### config.mk
export PLATFORM = sky130hd
export DESIGN_NAME = mtimer_core
export DESIGN_NICKNAME = d
export VERILOG_FILES = /design/src/rtl/mtimer_pkg.sv /design/src/rtl/mtimer_ctrl.sv /design/src/rtl/mtimer_dp.sv /design/src/rtl/mtimer_core.sv
export SDC_FILE = /design/constraint.sdc
export NUM_CORES = 1
export LEC_CHECK = 0
export BUFFER_PORTS_ARGS = -buffer_cell sky130_fd_sc_hd__buf_4
export CORE_ASPECT_RATIO = 0.9
export CORE_MARGIN = 2
export CORE_UTILIZATION = 50
export CTS_CLUSTER_SIZE = 25
export DETAILED_ROUTE_END_ITERATION = 12
export MAX_ROUTING_LAYER = met4
export PLACE_DENSITY = 0.68
export REMOVE_ABC_BUFFERS = 1
export SLEW_MARGIN = 40
export SYNTH_ARGS = -nofsm -noshare
export SYNTH_HDL_FRONTEND = slang
export SYNTH_SLANG_ARGS = --single-unit
### constraint.sdc
create_clock -name clk -period 5.68 [get_ports clk]
set_clock_uncertainty 0.1 [all_clocks]
set_input_delay 0.852 -clock clk [delete_from_list [all_inputs] [get_ports clk]]
set_output_delay 0.852 -clock clk [all_outputs]
set_load 0.005 [all_outputs]
### src/rtl/mtimer_pkg.sv
package mtimer_pkg;
  localparam int NUM_CH = 4;
  localparam int IDX_W  = $clog2(NUM_CH);

  // Word offsets (byte offset / 4) of the non-compare registers
  localparam int WOFS_COUNT  = 4;
  localparam int WOFS_STATUS = 5;
  localparam int WOFS_WDOG   = 6;
  localparam int WOFS_IEN    = 7;

  typedef enum logic [2:0] {
    SEL_NONE,
    SEL_CMP,
    SEL_COUNT,
    SEL_STATUS,
    SEL_WDOG,
    SEL_IEN
  } rdSel_e;

  typedef struct packed {
    logic [NUM_CH-1:0] wrCmp;
    logic              wrCount;
    logic              wrStatus;
    logic              wrWdog;
    logic              wrIen;
    logic              rdEn;
    rdSel_e            rdSel;
    logic [IDX_W-1:0]  rdIdx;
  } ctrlStrb_t;
endpackage

### src/rtl/mtimer_ctrl.sv
module mtimer_ctrl
  import mtimer_pkg::*;
#(
  parameter int ADDR_W = 6
) (
  input  logic              clk,
  input  logic              rstN,
  input  logic [ADDR_W-1:0] busAddr,
  input  logic              busWe,
  input  logic              busRe,
  output ctrlStrb_t         strb,
  output logic              busErr
);
  localparam int WORD_W = 3;

  logic              aligned;
  logic              inRange;
  logic [WORD_W-1:0] word;
  logic              hit;

  assign aligned = (busAddr[1:0] == 2'b00);
  assign inRange = (busAddr[ADDR_W-1:WORD_W+2] == '0);
  assign word    = busAddr[WORD_W+1:2];

  always_comb begin
    strb       = '0;
    strb.rdSel = SEL_NONE;
    hit        = 1'b0;
    if (aligned && inRange) begin
      if (int'(word) < NUM_CH) begin
        hit                   = 1'b1;
        strb.rdSel            = SEL_CMP;
        strb.rdIdx            = word[IDX_W-1:0];
        strb.wrCmp[word[IDX_W-1:0]] = busWe;
      end else begin
        case (int'(word))
          WOFS_COUNT:  begin hit = 1'b1; strb.rdSel = SEL_COUNT;  strb.wrCount  = busWe; end
          WOFS_STATUS: begin hit = 1'b1; strb.rdSel = SEL_STATUS; strb.wrStatus = busWe; end
          WOFS_WDOG:   begin hit = 1'b1; strb.rdSel = SEL_WDOG;   strb.wrWdog   = busWe; end
          WOFS_IEN:    begin hit = 1'b1; strb.rdSel = SEL_IEN;    strb.wrIen    = busWe; end
          default:     hit = 1'b0;
        endcase
      end
    end
    strb.rdEn = busRe;
  end

  always_ff @(posedge clk) begin
    if (!rstN) busErr <= 1'b0;
    else       busErr <= busRe & ~hit;
  end

  // at most one register is written per access
  p_wr_onehot_r11: assert property (@(posedge clk) disable iff (!rstN)
    $onehot0({strb.wrCmp, strb.wrCount, strb.wrStatus, strb.wrWdog, strb.wrIen}));

  // the error flag only follows a read strobe
  p_err_after_read_r11: assert property (@(posedge clk) disable iff (!rstN)
    busErr |-> $past(busRe));
endmodule

### src/rtl/mtimer_dp.sv
module mtimer_dp
  import mtimer_pkg::*;
#(
  parameter int DATA_W = 32,
  parameter int IEN_W  = 12
) (
  input  logic              clk,
  input  logic              rstN,
  input  logic              tickEn,
  input  ctrlStrb_t         strb,
  input  logic [DATA_W-1:0] wrData,
  output logic [DATA_W-1:0] rdData,
  output logic [NUM_CH-1:0] irq,
  output logic              sysRstPulse
);
  localparam int WD_CH = NUM_CH - 1;

  logic [DATA_W-1:0] count;
  logic [DATA_W-1:0] cntNext;
  logic [DATA_W-1:0] cmpVal [NUM_CH];
  logic [NUM_CH-1:0] status;
  logic [NUM_CH-1:0] hit;
  logic [IEN_W-1:0]  ien;
  logic              wdEn;

  assign cntNext = count + DATA_W'(1);

  always_ff @(posedge clk) begin
    if (!rstN)             count <= '0;
    else if (strb.wrCount) count <= wrData;
    else if (tickEn)       count <= cntNext;
  end

  for (genvar i = 0; i < NUM_CH; i++) begin : g_ch
    assign hit[i] = tickEn & ~strb.wrCount & (cntNext == cmpVal[i]);

    always_ff @(posedge clk) begin
      if (!rstN)              cmpVal[i] <= '0;
      else if (strb.wrCmp[i]) cmpVal[i] <= wrData;
    end

    always_ff @(posedge clk) begin
      if (!rstN) status[i] <= 1'b0;
      else       status[i] <= (status[i] & ~(strb.wrStatus & wrData[i]))
                            | (hit[i] & ien[i]);
    end

    // an event bit can only appear while its enable was set
    p_status_gate_r5: assert property (@(posedge clk) disable iff (!rstN)
      $rose(status[i]) |-> $past(ien[i]));

    // a clear without a competing match empties the bit
    p_clear_r6: assert property (@(posedge clk) disable iff (!rstN)
      (strb.wrStatus && wrData[i] && !hit[i]) |=> !status[i]);
  end

  assign irq = status;

  always_ff @(posedge clk) begin
    if (!rstN)          ien <= '0;
    else if (strb.wrIen) ien <= wrData[IEN_W-1:0];
  end

  always_ff @(posedge clk) begin
    if (!rstN) begin
      wdEn        <= 1'b0;
      sysRstPulse <= 1'b0;
    end else begin
      sysRstPulse <= wdEn & hit[WD_CH];
      if (wdEn && hit[WD_CH]) wdEn <= 1'b0;
      else if (strb.wrWdog)   wdEn <= wrData[0];
    end
  end

  always_ff @(posedge clk) begin
    if (!rstN) rdData <= '0;
    else if (strb.rdEn) begin
      case (strb.rdSel)
        SEL_CMP:    rdData <= cmpVal[strb.rdIdx];
        SEL_COUNT:  rdData <= count;
        SEL_STATUS: rdData <= DATA_W'(status);
        SEL_WDOG:   rdData <= DATA_W'(wdEn);
        SEL_IEN:    rdData <= DATA_W'(ien);
        default:    rdData <= '0;
      endcase
    end
  end

  // a tick without a load moves the count by one
  p_count_step_r2: assert property (@(posedge clk) disable iff (!rstN)
    (tickEn && !strb.wrCount) |=> (count == $past(count) + DATA_W'(1)));

  // no tick and no load keeps the count
  p_count_hold_r2: assert property (@(posedge clk) disable iff (!rstN)
    (!tickEn && !strb.wrCount) |=> $stable(count));

  // a load takes the written value
  p_count_load_r3: assert property (@(posedge clk) disable iff (!rstN)
    strb.wrCount |=> (count == $past(wrData)));

  // the reset pulse disarms the watchdog and lasts one cycle
  p_wdog_disarm_r9: assert property (@(posedge clk) disable iff (!rstN)
    sysRstPulse |-> !wdEn);
  p_wdog_single_r9: assert property (@(posedge clk) disable iff (!rstN)
    sysRstPulse |=> !sysRstPulse);
endmodule

### src/rtl/mtimer_core.sv
module mtimer_core
  import mtimer_pkg::*;
#(
  parameter int ADDR_W = 6,
  parameter int DATA_W = 32,
  parameter int IEN_W  = 12
) (
  input  logic              clk,
  input  logic              rstN,
  input  logic              tickEn,
  input  logic [ADDR_W-1:0] busAddr,
  input  logic              busWe,
  input  logic              busRe,
  input  logic [DATA_W-1:0] busWrData,
  output logic [DATA_W-1:0] busRdData,
  output logic              busErr,
  output logic [NUM_CH-1:0] irq,
  output logic              sysRstPulse
);
  ctrlStrb_t strb;

  mtimer_ctrl #(.ADDR_W(ADDR_W)) ctrl_i (
    .clk     (clk),
    .rstN    (rstN),
    .busAddr (busAddr),
    .busWe   (busWe),
    .busRe   (busRe),
    .strb    (strb),
    .busErr  (busErr)
  );

  mtimer_dp #(.DATA_W(DATA_W), .IEN_W(IEN_W)) dp_i (
    .clk         (clk),
    .rstN        (rstN),
    .tickEn      (tickEn),
    .strb        (strb),
    .wrData      (busWrData),
    .rdData      (busRdData),
    .irq         (irq),
    .sysRstPulse (sysRstPulse)
  );
endmodule

==> After elaboration in Yosys (flattened, before gate mapping) <==
Memories as Yosys holds them, arrays and structs flattened.
Index checks and enable logic that the tools add are counted.
{ "word_totals": {"register_bits": 83, "mem_bits_rw": 128, "inputBits": 43, "output_inout_bits": 38, "word_cells": 107, "memories": 1} }
{ "op_classes": {"n_addsub": 1, "magnitude_cmp": 3, "n_eq_ne": 13, "mux": 36, "n_bitwise": 36, "n_reduce_logical": 7} }
{ "mem_list": {"columns": ["memory", "words", "width", "rd", "rd_clocked_by_memory_dff", "write_ports", "line_no", "text"], "rows": [
  ["dp_i.cmpVal", 4, 32, 5, 0, 4, "mtimer_dp.sv:20", "logic [DATA_W-1:0] cmpVal [NUM_CH];"]
]} }
{ "ops": {"columns": ["operator", "n"], "rows": [
  ["$mux 32", 6],
  ["$pmux 32 s5", 1],
  ["$eq 32x32->1", 4],
  ["$add 32x1->32 const B", 1],
  ["$mux 1", 21],
  ["$and 1x1->1", 19],
  ["$eq 3x3->1 const B", 6],
  ["$pmux 3 s4", 1],
  ["$mux 4", 2],
  ["$mux 8", 1],
  ["$not 1->1", 8],
  ["$or 1x1->1", 8],
  ["$eq 3x2->1 const B", 2],
  ["$mux 5", 1],
  ["$and 4x4->4", 1],
  ["$reduce_or 4->1", 1],
  ["$eq 3x1->1 const B", 1],
  ["$logic_and 1x1->1", 3],
  ["$lt 2x3->1 const B", 1],
  ["$lt 3x3->1 const B", 1],
  ["$mux 3", 1],
  ["$demux 1 s2", 1],
  ["$ge 2x1->1 const B", 1],
  ["$logic_not 2->1", 1],
  ["other kinds (3)", 3]
]} }

==> Logic depth before layout (Yosys ltp) <==
Gate-level depths: netlist of the first run.
{ "depth": {"ltp_word": 12, "mapped_depth": 11, "depth_no_buf": 9} }

==> By module <==
A second synthesis of the first run with hierarchy kept.
{ "unflattened": {"cells_unflattened": 1339, "area_unflattened_um2": 12976.2} }
{ "modules_own_cells": {"columns": ["module", "instances", "cells_each", "area_each_um2", "seq_area_each_um2"], "rows": [
  ["mtimer_dp", 1, 1314, 12824.8, 5485.3],
  ["mtimer_ctrl", 1, 25, 151.4, 20.0]
]} }

==> Worst setup path before layout of the first run <==
No wires, ideal clock.
{ "synth_timing": {"path_kind": "input port to flip-flop", "from": "input port busAddr[4]", "to": "memory dp_i.cmpVal[0][0] (enable)", "setup_time_ps": 470, "arrival_time_ps": 4434, "required_time_ps": 5110, "slack_ps": 676, "path_stages": 4, "n_path_buf": 1, "path_cell_list": "nor4_1 -> clkbuf_1 -> nand2_1 -> o31ai_1"} }
{ "synth_rtl": {"columns": ["element", "line_no", "text"], "rows": [
  ["start, declared", "mtimer_core.sv:11", "input logic [ADDR_W-1:0] busAddr,"],
  ["end, declared", "mtimer_dp.sv:20", null]
]} }

==> Final worst setup path of the first run <==
{ "layout_timing": {"from": "register dp_i.count[0]", "to": "register dp_i.wdEn"} }
{ "layout_between": {"elab_chain_len": 5} }
{ "layout_lines": {"columns": ["element", "line_no", "text"], "rows": [
  ["start, declared", "mtimer_dp.sv:18", "logic [DATA_W-1:0] count;"],
  ["start signal, assigned", "mtimer_dp.sv:30", "else if (strb.wrCount) count <= wrData;"],
  ["start signal, assigned", "mtimer_dp.sv:31", "else if (tickEn) count <= cntNext;"],
  ["$add 32x1->32", "mtimer_dp.sv:26", "assign cntNext = count + DATA_W'(1);"],
  ["$eq 32x32->1", "mtimer_dp.sv:35", "assign hit[i] = tickEn & ~strb.wrCount & (cntNext == cmpVal[i]);"],
  ["$and 1x1->1", "mtimer_dp.sv:35", null],
  ["$logic_and 1x1->1", "mtimer_dp.sv:70", "if (wdEn && hit[WD_CH]) wdEn <= 1'b0;"],
  ["$reduce_or 2->1 (no source line)", null, null],
  ["end signal, assigned", "mtimer_dp.sv:71", "else if (strb.wrWdog) wdEn <= wrData[0];"],
  ["end, declared", "mtimer_dp.sv:24", "logic wdEn;"]
]} }
No other way between the ends.
A chain may end at the register's enable or synchronous reset.

==> flow_summary.json, run 1 <==
{
  "post_cts_buffers": 0,
  "core_area_um2": 26100,
  "synthToLayoutAreaGrowth_pct": 13.0,
  "via_per_inst": 6.53,
  "ys_seq_area_share_pct": 41.3,
  "tightest_slew_ns": 0.851,
  "initial_utilization_pct": 51.0,
  "htree_num_levels": 1,
  "start_kind": "register",
  "synth_area_um2": 13300,
  "hold_buffers": 0,
  "drt_iter0_drc": 1666,
  "antenna_found_initial": 0,
  "worstSetupPathType": "register to register",
  "netlist_top_cells_area": "edfxtp_1 29%, dfxtp_1 12%, xnor2_1 7.3%, and2_1 6.2%, mux4_2 5.2%",
  "grt_pass1_wl_um": 75100,
  "yosysMostFrequentCell": "nor2_1",
  "synth_top_area_share_pct": 28.9,
  "drive_above_1_share_pct": 14.0,
  "yosys_most_used_dff": "edfxtp_1",
  "grt_pass1_vias": 11100,
  "fp.dieH_um": 159,
  "synth_top_family_by_area": "simple AND/OR/NAND/NOR gates",
  "place_congestion": 1.08,
  "antenna_cells": 0,
  "yosysUniqueCellTypes": 73,
  "hold_path.class": "register to register",
  "numPortBuffers": 80,
  "clk_pin_slew_worst_paths_ns": 0.07,
  "cp.arrival_ns": 4.65,
  "path_cells": "ha_1 > nand3_4 > or4_1 > or4b_4 > a221oi_2 > o211ai_1 > a2111oi_2 > nand4_1 > o21a_1",
  "crit_path_end_kind": "register",
  "critPathSlowestCell": "or4_1",
  "ys_async_sr_fraction_pct": 0,
  "power.leakage_nw": 4.90,
  "dp_hpwl_um": 38500,
  "avgRoutedWirePerCell_um": 28.3,
  "hold_path_depth": 2,
  "hold_viol_final": 0,
  "max_stage_delay_ns": 0.82,
  "finalWirelength_um": 51200,
  "synth_seq_cells": 211,
  "numCtsBuffers": 22,
  "reg2reg_depth": 9,
  "ctsResizeCount": 0,
  "synth_top_cells_by_count": "137 x nor2_1, 133 x and2_1, 128 x edfxtp_1, 111 x xnor2_1, 109 x nand2_1",
  "rsz0062_at_grt": "no",
  "peakVddDrop_mv": 0.252,
  "hold_path_end": "dp_i.ien[9]$_SDFFE_PN0P_",
  "syn_inst": 1419,
  "row_count": 56,
  "track_usage_pct": 37.4,
  "synth_edf_count": 128,
  "yosys.area_share.simple_pct": 23.9,
  "synth_compound_area_share_pct": 13.1,
  "grt.overflow.total": 0,
  "route.detailed.drc": 0,
  "cts_tree": "built",
  "drv_cap": 0,
  "clock.fmax_mhz": 231,
  "antenna_left": 0,
  "filler_cell_count": 2301,
  "r2r_setup_slack_ns": 1.35,
  "min_period_over_period_pct": 76.2,
  "regToRegStartpoint": "dp_i.count[0]$_SDFFE_PN0P_",
  "r2r_end": "dp_i.wdEn$_SDFFE_PP0P_",
  "final_max_slew_viol_count": 0,
  "grt_max_degree": 57,
  "synthMuxAreaShare_pct": 5.77,
  "die-area_um2": 28000,
  "yosys_warnings": 0,
  "ios": 81,
  "synth-xor-area-share_pct": 12.0,
  "setup_viol": 0,
  "clk_path_buf_depth": 3,
  "die_w_um": 176,
  "worstHoldStart": "dp_i.ien[9]$_SDFFE_PN0P_",
  "timing.final.crit_period_ns": 4.33,
  "synth_largest_area_cell": "edfxtp_1",
  "outcome": "complete, no violations",
  "cp_max_fo": 16,
  "final_nets": 1494,
  "slew_headroom_pct": 43.1,
  "crit_required_ns": 6.00,
  "cp_top_family": "simple AND/OR/NAND/NOR gates",
  "synth.avg_cell_area_um2": 9.38,
  "dr_total_vias": 11800,
  "clkSinkCount": 211,
  "synthAdderAreaFrac_pct": 0.169,
  "whs_ns": 0.356,
  "finalSetupTns_ns": 0,
  "clock-root-buffer": "clkbuf_16",
  "worst-path-buf-inv": 0,
  "p_per_area_nw_per_um2": 234,
  "first_pass_iters": 5,
  "clock_latency_ns": 0.53
}
-- state kept, by name, summed over array words and instances (netlist names) --
| register | count |
|---|---|
| dp_i.count | 32 |
| dp_i.irq | 4 |
| dp_i.ien | 12 |
| dp_i.wdEn | 1 |
| ctrl_i.busErr | 1 |
| dp_i.rdData | 32 |
| dp_i.sysRstPulse | 1 |
| dp_i.cmpVal | 128 |
-- report_power, final --
group | internal (mW) | switching, mW | total, mW
sequential | 1.68 | 0.0788 | 1.76
combinational | 0.145 | 0.218 | 0.363
clock | 0.787 | 0.618 | 1.41
total | 2.61 | 0.914 | 3.53
-- cells by family (layout without fill, tap and decap cells) --
| logic type | Yosys count | after routing |
|---|---|---|
| flops | 211 | 211 |
| compound gates | 256 | 256 |
| xor+xnor | 177 | 177 |
| buf+inv | 127 | 172 |
| fa+ha+maj | 2 | 2 |
| simple gates | 608 | 608 |
| mux | 38 | 38 |
-- final cells by class --
class | count | area [um^2] | area share (%)
repair buffers | 116 | 931 | 6.19
multi-input cells | 1081 | 7430 | 49.4
clock inverters | 6 | 28.8 | 0.191
flip-flops and latches | 211 | 5510 | 36.6
inverters | 18 | 70.1 | 0.466
clock buffers | 32 | 649 | 4.31
well taps | 348 | 435 | 2.89
-- worst max-delay path by stage --
stage,start,end,slack (ns),cells after the start
floorplan,busAddr[1],dp_i.cmpVal[0][0]$_SDFFCE_PN0P_,-1.20,3
global placement,dp_i.count[7]$_SDFFE_PN0P_,dp_i.irq[1]$_SDFF_PN0_,1.46,6
detailed placement,dp_i.count[0]$_SDFFE_PN0P_,dp_i.wdEn$_SDFFE_PP0P_,1.41,9
CTS,dp_i.count[0]$_SDFFE_PN0P_,dp_i.wdEn$_SDFFE_PP0P_,1.41,9
global route,dp_i.count[0]$_SDFFE_PN0P_,dp_i.irq[3]$_SDFF_PN0_,1.10,10
finish,dp_i.count[0]$_SDFFE_PN0P_,dp_i.wdEn$_SDFFE_PP0P_,1.35,9
-- placed cells by master (no fill, tap or decap), drive strengths merged, types with 5 or more instances in the layout --
cell     netlist  layout
o31ai          9       9
a311oi        13      13
a22oi         28      28
and4           9       9
o211ai         5       5
nor2b         11      11
nand4         35      35
buf           19     116
o2111ai       11      11
edfxtp       128     128
or4            8       8
and2         134     134
nor3          45      45
nand2        109     109
dfxtp         83      83
xnor2        112     112
nand3         41      41
inv           15      16
o21ai         43      43
nor4          24      24
mux2i          7       7
a211oi        31      31
nor2         137     137
or3           10      10
a2111oi       11      11
clkinv         3       7
clkbuf        90      32
a21oi         66      66
nor3b         10      10
nand3b         7       7
mux4          31      31
nand2b         9       9
xor2          63      63
and3          10      10
-- layer usage --
layer / part of all wire (%) / vias to the layer above / global-route usage, %
li1: - / 5227 / -
met1: 42 / 5870 / 52.5
met2: 44 / 662 / 54.2
met3: 11 / 75 / 9.89
met4: 2.7 / 0 / 8.72
met5: 0 / - / -
-- worst register-to-register path: cells and delay by family, from the launching register on --
kind,cells,cell delay [ns]
fa+ha+maj,1,0.56
simple gates,4,1.97
compound gates,4,1.01
flops,1,0.58
-- through the flow --
stage	util [%]	setup WS, ns	std cells	total power [mW]	area [um^2]
floorplan	-	-1.20	1310	1.95	12900
finish	57.6	1.35	1812	3.53	15100
detailed placement	54.9	1.41	1773	2.14	14300
global placement	54.6	1.46	1771	2.14	14300
global route	57.6	1.10	1812	3.61	15100
CTS	57.5	1.41	1811	3.52	15000
No activity file was read; power rests on OpenSTA's default activity.
==> run 2: changes to the inputs <==
PLACE_DENSITY = 0.7   (was 0.68)
clock period = 3.6 ns   (was 5.68 ns; I/O delays follow)
==> flow_summary.json, run 2 (same netlist as run 1, synthesis figures left out) <==
{
  "max_stage_delay_ns": 0.65,
  "htree_num_levels": 1,
  "critPathSlowestCell": "a2111oi_1",
  "clock-root-buffer": "clkbuf_16",
  "slew_headroom_pct": 40.2,
  "hold_buffers": 0,
  "crit_path_end_kind": "register",
  "place_congestion": 1.09,
  "tightest_slew_ns": 0.889,
  "dp_hpwl_um": 40400,
  "setup_viol": 0,
  "path_cells": "ha_1 > nand3_4 > nor4_2 > and4_1 > xnor2_1 > xnor2_1 > a2111oi_1 > buf_4 > nand4_1 > o31ai_1",
  "fp.dieH_um": 159,
  "antenna_found_initial": 1,
  "reg_top3": "dp_i.cmpVal: 128 flops, dp_i.count: 32 flops, dp_i.rdData: 32 flops",
  "first_pass_iters": 6,
  "p_per_area_nw_per_um2": 362,
  "outcome": "complete, no violations",
  "hold_path_end": "dp_i.ien[5]$_SDFFE_PN0P_",
  "clock.fmax_mhz": 292,
  "drive_above_1_share_pct": 19.0,
  "rsz0062_at_grt": "no",
  "filler_cell_count": 2285,
  "regToRegStartpoint": "dp_i.count[0]$_SDFFE_PN0P_",
  "whs_ns": 0.180,
  "grt_max_degree": 43,
  "worst_path_most_repeated_cell": "xnor2_1",
  "reg2reg_depth": 10,
  "finalWirelength_um": 52600,
  "dr_total_vias": 12200,
  "placedInstanceArea_um2": 14900,
  "clkSinkCount": 211,
  "min_period_over_period_pct": 95.3,
  "via_per_inst": 6.44,
  "final_max_slew_viol_count": 0,
  "start_kind": "register",
  "drv_cap": 0,
  "crit_required_ns": 3.93,
  "antenna_left": 0,
  "finalPower_mw": 5.67,
  "cp.arrival_ns": 3.76,
  "largest_reg_flops": 128,
  "finalNonFillerCells": 1898,
  "numCtsBuffers": 22,
  "layout_commonest_cell": "buf_4",
  "timing.final.crit_period_ns": 3.43,
  "clk_pin_slew_worst_paths_ns": 0.07,
  "final_util_pct": 59.9,
  "ios": 81,
  "hold_path_depth": 3,
  "clk_path_buf_depth": 3,
  "peakVddDrop_mv": 0.411,
  "cp_max_fo": 12,
  "initial_utilization_pct": 51.0,
  "die_w_um": 176,
  "power.leakage_nw": 5.33,
  "worstHoldStart": "busWrData[5]",
  "core_area_um2": 26100,
  "r2r_setup_slack_ns": 0.17,
  "die-area_um2": 28000,
  "numPortBuffers": 80,
  "worstSetupPathType": "register to register",
  "clock_latency_ns": 0.54,
  "grt_pass1_wl_um": 77000,
  "avgRoutedWirePerCell_um": 27.7,
  "track_usage_pct": 38.3,
  "top_register": "dp_i.cmpVal",
  "hold_viol_final": 0,
  "r2r_end": "dp_i.irq[0]$_SDFF_PN0_",
  "cts_tree": "built",
  "synthToLayoutAreaGrowth_pct": 17.6,
  "drt_iter0_drc": 1657,
  "grt_pass1_vias": 11400,
  "layout_common_cells": "197 x buf_4, 134 x nor2_1, 133 x and2_1, 128 x edfxtp_1, 111 x xnor2_1",
  "hold_path.class": "primary input to register",
  "grt.overflow.total": 0,
  "final_nets": 1577,
  "row_count": 56,
  "dp_cells": 1856,
  "route.detailed.drc": 0,
  "final_area_um2": 15700
}
run 2: timing repair:
| item | in CTS | in global routing |
|---|---|---|
| pin swaps | 0 | 2 |
| endpoints found under the setup margin | 1 | 2 |
| gates resized for setup | 1 | 4 |
| setup buffers | 0 | 1 |
run 2: worst max-delay path by stage:
stage                                      from                               to  depth (start not counted)
floorplan                            busAddr[1]  dp_i.cmpVal[0][0]$_SDFFCE_PN0P_                          3
global placement    dp_i.count[19]$_SDFFE_PN0P_           dp_i.irq[1]$_SDFF_PN0_                         10
detailed placement  dp_i.count[14]$_SDFFE_PN0P_           dp_i.irq[1]$_SDFF_PN0_                         10
CTS                 dp_i.count[14]$_SDFFE_PN0P_           dp_i.irq[1]$_SDFF_PN0_                         10
global route         dp_i.count[0]$_SDFFE_PN0P_           dp_i.irq[0]$_SDFF_PN0_                         10
finish               dp_i.count[0]$_SDFFE_PN0P_           dp_i.irq[0]$_SDFF_PN0_                         10
run 2: metal layers:
metal	global-route usage, %	part of all wire [%]	up-vias	wire length [um]
met5	-	0	-	0
met4	8.08	2.5	0	1300
met3	6.06	10	74	5440
met1	56.1	44	6043	23000
li1	-	-	5395	-
met2	56.2	43	712	22800
run 2: final cells by class:
type | count | area (um^2) | share of cell area (%)
Clock inverter | 11 | 83.8 | 0.535
Antenna cell | 1 | 2.50 | 0.0160
Sequential cell | 211 | 5510 | 35.2
Inverter | 18 | 67.6 | 0.431
Multi-Input combinational cell | 1081 | 7430 | 47.4
Tap cell | 348 | 435 | 2.78
Clock buffer | 29 | 618 | 3.95
Timing Repair Buffer | 199 | 1520 | 9.70
run 2: worst max-delay path, delay by kind of cell, from the launching register on:
kind                       cells  cell delay [ns]
AOI/OAI and AO/OA              2             0.92
DFF                            1             0.34
xor gates and xnor gates       2             0.31
buffers and inverters          1             0.23
adders and majority gates      1             0.24
and+or+nand+nor                4             1.21
run 2: power breakdown:
group	total (mW)	switching, mW	internal [mW]
Sequential	2.77	0.116	2.65
Clock	2.29	1.01	1.28
Combinational	0.604	0.356	0.248
run 2: through the flow:
stage               TNS, ns  setup slack (ns)
finish                    0             0.171
CTS                       0            0.0743
global route              0           0.00329
detailed placement  -0.0589           -0.0589
floorplan           -539.81             -2.96
global placement     -0.136            -0.136
